File: src/rtl/ocp_retry_pkg.sv
package ocp_retry_pkg;

    typedef enum logic [1:0] {
        ST_IDLE = 2'd0,
        ST_RUN  = 2'd1,
        ST_WAIT = 2'd2,
        ST_LOCK = 2'd3
    } seq_state_e;

    localparam int MODE_W = 3;
    localparam int DSEL_W = 2;

    localparam logic [MODE_W-1:0] RMODE_SILENT    = 3'b000;
    localparam logic [MODE_W-1:0] RMODE_FLAG_KEEP = 3'b110;
    localparam logic [MODE_W-1:0] RMODE_NO_RETRY  = 3'b111;

endpackage

File: src/rtl/ocp_retry_policy.sv
module ocp_retry_policy
    import ocp_retry_pkg::*;
#(
    parameter int RC_W = 3
) (
    input  logic [MODE_W-1:0] mode,
    input  logic [RC_W-1:0]   rc,
    output logic              trip_lock,
    output logic              trip_fail
);

    logic [RC_W-1:0] budget;

    assign budget = RC_W'(mode);

    always_comb begin
        trip_lock = 1'b0;
        trip_fail = 1'b0;
        case (mode)
            RMODE_SILENT: begin
                trip_lock = 1'b0;
                trip_fail = 1'b0;
            end
            RMODE_FLAG_KEEP: begin
                trip_lock = 1'b0;
                trip_fail = (rc != '0);
            end
            RMODE_NO_RETRY: begin
                trip_lock = 1'b1;
                trip_fail = 1'b1;
            end
            default: begin
                trip_lock = (rc >= budget);
                trip_fail = (rc >= budget);
            end
        endcase
    end

endmodule

File: src/rtl/ocp_delay_table.sv
module ocp_delay_table #(
    parameter int unsigned D0    = 100,
    parameter int unsigned D1    = 500,
    parameter int unsigned D2    = 1000,
    parameter int unsigned D3    = 5000,
    parameter int          CNT_W = 13
) (
    input  logic [1:0]       sel,
    output logic [CNT_W-1:0] tgt
);

    localparam logic [CNT_W-1:0] TBL [4] = '{CNT_W'(D0), CNT_W'(D1), CNT_W'(D2), CNT_W'(D3)};

    assign tgt = TBL[sel];

endmodule

File: src/rtl/ocp_delay_timer.sv
module ocp_delay_timer #(
    parameter int CNT_W = 13
) (
    input  logic             clk,
    input  logic             rst_n,
    input  logic             restart,
    input  logic             run,
    input  logic             tick,
    input  logic [CNT_W-1:0] tgt,
    output logic             done
);

    localparam logic [CNT_W-1:0] ONE = CNT_W'(1);

    logic [CNT_W-1:0] cnt_d, cnt_q;

    assign done = run && tick && (cnt_q == (tgt - ONE));

    always_comb begin
        cnt_d = cnt_q;
        if (restart) begin
            cnt_d = '0;
        end else if (run && tick) begin
            cnt_d = done ? '0 : cnt_q + ONE;
        end
    end

    always_ff @(posedge clk or negedge rst_n) begin
        if (!rst_n) begin
            cnt_q <= '0;
        end else begin
            cnt_q <= cnt_d;
        end
    end

endmodule

File: src/rtl/ocp_retry_seq.sv
module ocp_retry_seq
    import ocp_retry_pkg::*;
#(
    parameter int unsigned DLY_SEL0 = 100,
    parameter int unsigned DLY_SEL1 = 500,
    parameter int unsigned DLY_SEL2 = 1000,
    parameter int unsigned DLY_SEL3 = 5000,
    parameter int          RC_W     = 3
) (
    input  logic        clk,
    input  logic        rst_n,
    input  logic        tick_ms,
    input  logic        oc_trip,
    input  logic        uv_flt,
    input  logic        ov_flt,
    input  logic [2:0]  retry_mode,
    input  logic [1:0]  delay_sel,
    input  logic        wr_clr,
    output logic        gate_en,
    output logic        fail_out,
    output logic        oc_flag_n
);

    localparam int unsigned MAX_01  = (DLY_SEL0 > DLY_SEL1) ? DLY_SEL0 : DLY_SEL1;
    localparam int unsigned MAX_23  = (DLY_SEL2 > DLY_SEL3) ? DLY_SEL2 : DLY_SEL3;
    localparam int unsigned DLY_MAX = (MAX_01 > MAX_23) ? MAX_01 : MAX_23;
    localparam int          CNT_W   = $clog2(DLY_MAX + 1);
    localparam logic [RC_W-1:0] RC_ONE = RC_W'(1);

    typedef struct packed {
        seq_state_e       state;
        logic [RC_W-1:0]  rc;
        logic             fail;
        logic             flag_n;
        logic [CNT_W-1:0] tgt;
    } seq_regs_t;

    seq_regs_t r_d, r_q;

    logic             trip_lock, trip_fail;
    logic             tmr_restart, tmr_run, tmr_done;
    logic [CNT_W-1:0] sel_tgt;
    logic             any_flt, trip_now;
    seq_state_e       state_q;
    logic [RC_W-1:0]  rc_q;

    assign state_q = r_q.state;
    assign rc_q    = r_q.rc;

    ocp_retry_policy #(.RC_W(RC_W)) u_policy (
        .mode      (retry_mode),
        .rc        (r_q.rc),
        .trip_lock (trip_lock),
        .trip_fail (trip_fail)
    );

    ocp_delay_table #(
        .D0    (DLY_SEL0),
        .D1    (DLY_SEL1),
        .D2    (DLY_SEL2),
        .D3    (DLY_SEL3),
        .CNT_W (CNT_W)
    ) u_dtab (
        .sel (delay_sel),
        .tgt (sel_tgt)
    );

    ocp_delay_timer #(.CNT_W(CNT_W)) u_timer (
        .clk     (clk),
        .rst_n   (rst_n),
        .restart (tmr_restart),
        .run     (tmr_run),
        .tick    (tick_ms),
        .tgt     (r_q.tgt),
        .done    (tmr_done)
    );

    assign any_flt  = oc_trip || uv_flt || ov_flt;
    assign trip_now = (r_q.state == ST_RUN) && oc_trip;
    assign tmr_run  = (r_q.state == ST_WAIT);

    always_comb begin
        r_d         = r_q;
        tmr_restart = 1'b0;
        case (r_q.state)
            ST_IDLE: begin
                if (!any_flt) begin
                    r_d.state = ST_RUN;
                end
            end
            ST_RUN: begin
                if (oc_trip) begin
                    r_d.flag_n  = 1'b0;
                    r_d.tgt     = sel_tgt;
                    tmr_restart = 1'b1;
                    r_d.state   = trip_lock ? ST_LOCK : ST_WAIT;
                    if (trip_fail) begin
                        r_d.fail = 1'b1;
                    end
                end else if (uv_flt || ov_flt) begin
                    r_d.state = ST_IDLE;
                end
            end
            ST_WAIT: begin
                if (tmr_done) begin
                    r_d.state  = ST_RUN;
                    r_d.flag_n = 1'b1;
                    r_d.fail   = 1'b0;
                    if (r_q.rc != '1) begin
                        r_d.rc = r_q.rc + RC_ONE;
                    end
                end
            end
            ST_LOCK: begin
                if (wr_clr) begin
                    r_d.state = ST_IDLE;
                end
            end
            default: r_d.state = ST_IDLE;
        endcase
        if (wr_clr) begin
            r_d.rc = '0;
            if (!trip_now) begin
                r_d.fail   = 1'b0;
                r_d.flag_n = 1'b1;
            end
        end
    end

    always_ff @(posedge clk or negedge rst_n) begin
        if (!rst_n) begin
            r_q.state  <= ST_IDLE;
            r_q.rc     <= '0;
            r_q.fail   <= 1'b0;
            r_q.flag_n <= 1'b1;
            r_q.tgt    <= '0;
        end else begin
            r_q <= r_d;
        end
    end

    assign gate_en   = (r_q.state == ST_RUN) && !any_flt;
    assign fail_out  = r_q.fail;
    assign oc_flag_n = r_q.flag_n;

endmodule

File: config.mk
export PLATFORM = sky130hd
export DESIGN_NAME = ocp_retry_seq
export DESIGN_NICKNAME = d
export VERILOG_FILES = /design/src/rtl/ocp_retry_pkg.sv /design/src/rtl/ocp_retry_policy.sv /design/src/rtl/ocp_delay_table.sv /design/src/rtl/ocp_delay_timer.sv /design/src/rtl/ocp_retry_seq.sv
export SDC_FILE = /design/constraint.sdc
export NUM_CORES = 1
export LEC_CHECK = 0
export ABC_CLOCK_PERIOD_IN_PS = 3400
export CAP_MARGIN = 5
export CORE_UTILIZATION = 40
export CTS_CLUSTER_DIAMETER = 50
export CTS_CLUSTER_SIZE = 16
export DETAILED_ROUTE_END_ITERATION = 8
export GPL_ROUTABILITY_DRIVEN = 0
export GPL_TIMING_DRIVEN = 0
export PLACE_DENSITY = 0.63
export SLEW_MARGIN = 10
export SYNTH_ARGS = -nofsm -noshare
export SYNTH_HDL_FRONTEND = slang
export SYNTH_HIERARCHICAL = 1
export SYNTH_SLANG_ARGS = --single-unit
File: constraint.sdc
create_clock -name clk -period 3.4 [get_ports clk]
set_input_delay 0.51 -clock clk [delete_from_list [all_inputs] [get_ports clk]]
set_output_delay 0.51 -clock clk [all_outputs]
set_load 0.05 [all_outputs]
After elaboration in Yosys (flattened, before gate mapping)
Cells that the tools add are included.

word-level totals
  flip-flop bits (word level) = 33
  memory bits (writable) = 0
  output and inout bits = 3
  memories kept = 0
  bits in latches = 0
  memory bits (read-only) = 0
  input bits = 12

operators by class
  shift operators = 0
  multiply operators = 0
  divide/modulo/power cells = 0
  reduce and logical (&&, ||, !) cells = 19
  magnitude comparators = 2
  multiplexer cells = 24
  add/subtract/negate cells = 3
  equal/unequal tests = 11
  bitwise operators = 1

operators with widths
  kind                     count
  $mux W13                 5
  $bmux W13 S2             1
  $mux W15                 1
  $add A13 B1 Y13 const B  1
  $eq A13 B13 Y1           1
  $sub A13 B1 Y13 const B  1
  $mux W2                  5
  $pmux W2 S4              1
  $reduce_bool A2 Y1       4
  $mux W7                  1
  $eq A3 B3 Y1 const B     2
  $mux W3                  2
  $ne A2 B2 Y1 const B     3
  $ne A3 B3 Y1 const B     2
  $mux W5                  1
  $eq A2 B2 Y1 const B     2
  $logic_and A1 B1 Y1      4
  $mux W1                  4
  $pmux W2 S2              1
  $reduce_and A4 Y1        1
  $add A3 B1 Y3 const B    1
  $ge A3 B3 Y1             1
  $ge A3 B3 Y1 const B     1
  $logic_not A3 Y1         1
  11 further kinds         13

Logic depth before layout (Yosys ltp)
  depth after elaboration = 8
  gate-level depth with buffers = 10
  depth with buffers taken out = 10

Modules after synthesis
Netlist, hierarchy kept.

modules (own cells, without submodules)
  module            cells an instance  sequential area each (um^2)  area an instance (um^2)  instances
  ocp_delay_timer   169                325.3                        1431.4                   1
  ocp_retry_seq     74                 501.7                        975.9                    1
  ocp_retry_policy  17                 0.0                          118.9                    1
  ocp_delay_table   14                 0.0                          91.3                     1

Worst setup path after synthesis
No wires, ideal clock.

  path type = flip-flop to flip-flop
  start = register, netlist name r_q[4]
  end = register r_q, in the netlist state_q[0]
  clock period less this slack = 2.387 ns
  library setup time = 0.073 ns
  arrival = 2.314 ns
  required time = 3.327 ns
  setup slack = 1.013 ns
  cell stages (with the launch flop) = 9
  path through = dfrtp_1 -> or4_4 -> o31a_1 -> nor3_2 -> nor2_1 -> nor3_1 -> nor2b_1 -> a2111oi_2 -> a2bb2oi_2

on the way
  cells in the longest elaborated chain, start to end = 5

ends and longest elaborated chain
  what                                line                   text
  $sub A13 B1 Y13                     ocp_delay_timer.sv:17  assign done = run && tick && (cnt_q == (tgt - ONE));
  $eq A13 B13 Y1                      ocp_delay_timer.sv:17
  $logic_and A1 B1 Y1                 ocp_delay_timer.sv:17
  net tmr_done                        ocp_retry_seq.sv:41    logic tmr_restart, tmr_run, tmr_done;
  $ne A2 B2 Y1 (no source line)       -
  $reduce_and A4 Y1 (no source line)  -
  end signal: assignment              ocp_retry_seq.sv:138   r_q <= r_d;
  end: declaration                    ocp_retry_seq.sv:38    seq_regs_t r_d, r_q;

The timed path passes the listed nets, and every way through them passes these cells.
A chain may end at the register's enable or synchronous reset.

Worst setup path after layout
  start = register, netlist name r_q[0]
  end = register r_q, in the netlist state_q[1]

on the way
  cells in the longest elaborated chain, start to end = 5

ends and longest elaborated chain
  what                                line
  $sub A13 B1 Y13                     ocp_delay_timer.sv:17
  $eq A13 B13 Y1                      ocp_delay_timer.sv:17
  $logic_and A1 B1 Y1                 ocp_delay_timer.sv:17
  net tmr_done                        ocp_retry_seq.sv:41
  $ne A2 B2 Y1 (no source line)       -
  $reduce_and A4 Y1 (no source line)  -

The timed path passes the listed nets, and every way through them passes these cells.

==> impl_metrics.tcl <==
set metrics [dict create \
    vias 2092 \
    syn_avg_cell_area_sq_um 9.55 \
    leakage_nw 1.22 \
    tightest_slew_ns 0.791 \
    path_max_fanout 7 \
    core_area_sq_um 6350 \
    setup_ws_ns 0.432 \
    hold_violations 0 \
    fin_hold_ws_ns 0.307 \
    grt_pass1_vias 2009 \
    slowest_stage "nor3b_1" \
    mostFrequentLayoutCells "32 x dfrtp_1, 25 x nand2_1, 15 x mux2_2, 15 x xnor2_1, 14 x nand3b_1" \
    die_h_um 82.9 \
    netlist_instances 274 \
    cts-root-buf "clkbuf_8" \
    dp_hpwl_mm 4.15 \
    cpPeakStageDelay_ns 0.59 \
    ys_seq_area_share_pct 31.6 \
    ys_seq_elements 33 \
    drive_gt1_share_pct 20.1 \
    critical_path_class "reg2reg" \
    place_area_sq_um 2850 \
    drt-initial-drc-count 137 \
    ys.flop_type "dfrtp_1" \
    critPathLaunchType "flop" \
    max_freq_mhz 337 \
    cts_buffers 5 \
    path_cells "inv_1 > ha_1 > nor3b_1 > nand2_1 > xnor2_1 > nand4_1 > nor3_1 > nor2b_1 > o31ai_1 > o2bb2ai_1" \
    fin_setup_tns_ns 0 \
    ir_drop_mv 0.368 \
    finalCritPeriodShare_pct 87.3 \
    seqCellArea_sq_um 827 \
    period_minus_slack_ns 2.97 \
    dp_slack_ns 0.481 \
    yosysTopAreaCellShare_pct 30.6 \
    synth_cell_types 60 \
    gr-total-overflow 0 \
    holdBufCountCts 0 \
    cp.required_ns 3.60 \
    nets 320 \
    postRouteAntennaNets 0 \
    grt_pass1_wl_mm 9.65 \
    cts_setup_buffers 0 \
    setup_viol 0 \
    die-area_sq_um 6870 \
    power-per-cell-area_nw_per_um2 593 \
    first_pass_iters 5 \
    synth_area_leader_cell "dfrtp_1" \
    fp-row-count 29 \
    endpoint_kind "flop" \
    cts_tree "built" \
    htree_levels 2 \
    rsz0062_at_grt "no" \
    grt_max_degree 34 \
    yosysWarnings 6 \
    finalWirelength_mm 5.63 \
    maxCapViolations 0 \
    pin_count 15 \
    synth_edf_count 0 \
    via_per_inst 5.58 \
    synth.area.top_cells "dfrtp_1 31%, mux2_2 6.5%, ha_1 5.3%, xnor2_1 5.0%, o22ai_2 4.3%" \
    area_delta_synth_final_pct 12.0 \
    n_antenna_cell 0 \
    maxSlewViolCount 0 \
    drc 0 \
    grt_antenna_before_repair 0 \
    multi_input_area_sq_um 1620 \
    start_util_pct 41.2 \
    outcome "complete, no violations" \
    cp_data_arrival_time_ns 3.17 \
    clock_latency_ns 0.28 \
    synth.cell_area_sq_um 2620 \
    final_common_cell "dfrtp_1" \
    slew_headroom_pct 47.3 \
    portBuffers 13 \
    tritoncts_num_sinks 33 \
    n_fill_cell 610 \
    hold_class "in2async" \
    grt_usage_pct 17.0 \
    clkSlewWorstSetupHoldPaths_ns 0.08 \
    die_w_um 82.9 \
    final_cell_area_sq_um 2930 \
    cts_resized 0 \
    wl_per_cell_um 15.0 \
    cts.path.max_buffers 2 \
    skew_ns 0.0108 \
    synthArstFlopShare_pct 100 \
]
## final cells by class
type                       instances  area share [%]
multi-input combinational        211            55.4
timing repair buffer              13            4.27
sequential                        33            28.2
tap                               77            3.28
clock inverter                     2           0.341
buffer                            20            4.39
clock buffer                       6            2.47
inverter                          13            1.66
## path summary, 6_finish.rpt
path / start / end / slack (ns) / depth (start not counted)
setup / recovery: r_q[0] / state_q[1] / 0.43 / 10
hold / removal: rst_n / r_q[1] / 0.31 / 1
setup reg to reg: r_q[0] / state_q[1] / 0.43 / 10
hold reg to reg: r_q[7] / r_q[7] / 0.57 / 1
max in group asynchronous: rst_n / u_timer/cnt_q[9] / 2.59 / 1
min in group clk: r_q[7] / r_q[7] / 0.57 / 1
## per-layer routing
metal	share of wire, %	track usage, %
met1	49	23.9
met2	47	27.5
met3	3.3	3.28
met4	0.34	2.82
met5	0	0
## registers in the layout, indices dropped and copies added (netlist names)
name	count
rc_q	3
state_q	2
r_q	13
oc_flag_n	1
u_timer/cnt_q	13
fail_out	1
## report_power, final
part / switching, mW / internal (mW)
Combinational: 0.386 / 0.402
Clock: 0.147 / 0.142
Sequential: 0.159 / 0.502
Total: 0.692 / 1.05
## critical path, delay by kind of cell, from the launching register on
kind / cells / cell delay [ns]
and+or+nand+nor: 5 / 1.43
buffers and inverters: 1 / 0.09
DFF: 1 / 0.47
adders and majority gates: 1 / 0.21
AOI/OAI and AO/OA: 2 / 0.42
xor gates and xnor gates: 1 / 0.27
## cells by family (layout without fill, tap and decap cells)
group           after synthesis  count (layout)  synth area share [%]
fa+ha+maj                    11              11                  5.26
compound gates               38              38                  12.9
simple gates                121             121                  28.9
flops                        33              33                  31.6
mux                          17              17                  7.22
buf+inv                      33              54                  6.79
other cells                   1               4                 0.143
xor+xnor                     20              20                  7.27
## per-stage QoR
stage | std cells | total power [mW] | utilization (%)
floorplan | 277 | 1.27 | -
global placement | 367 | 1.44 | 45.0
detailed placement | 367 | 1.46 | 44.9
CTS | 375 | 1.76 | 46.2
global route | 375 | 1.87 | 46.2
finish | 375 | 1.74 | 46.2
## synthesized netlist by cell type (all sizes together), types with 3 or more instances
library cell,number
o22ai,10
xor2,4
a21oi,6
o21ai,6
clkbuf,8
nor4,7
nand3b,14
nor2b,5
or3,3
ha,11
xnor2,15
nand2,25
nand4,3
nor4b,9
nor3,9
nand2b,4
dfrtp,32
and3b,3
mux2,15
nand3,8
inv,13
nor2,12
or4,3
buf,12
nor3b,7
and3,4
Note: power is estimated with default switching activity, not from simulation.
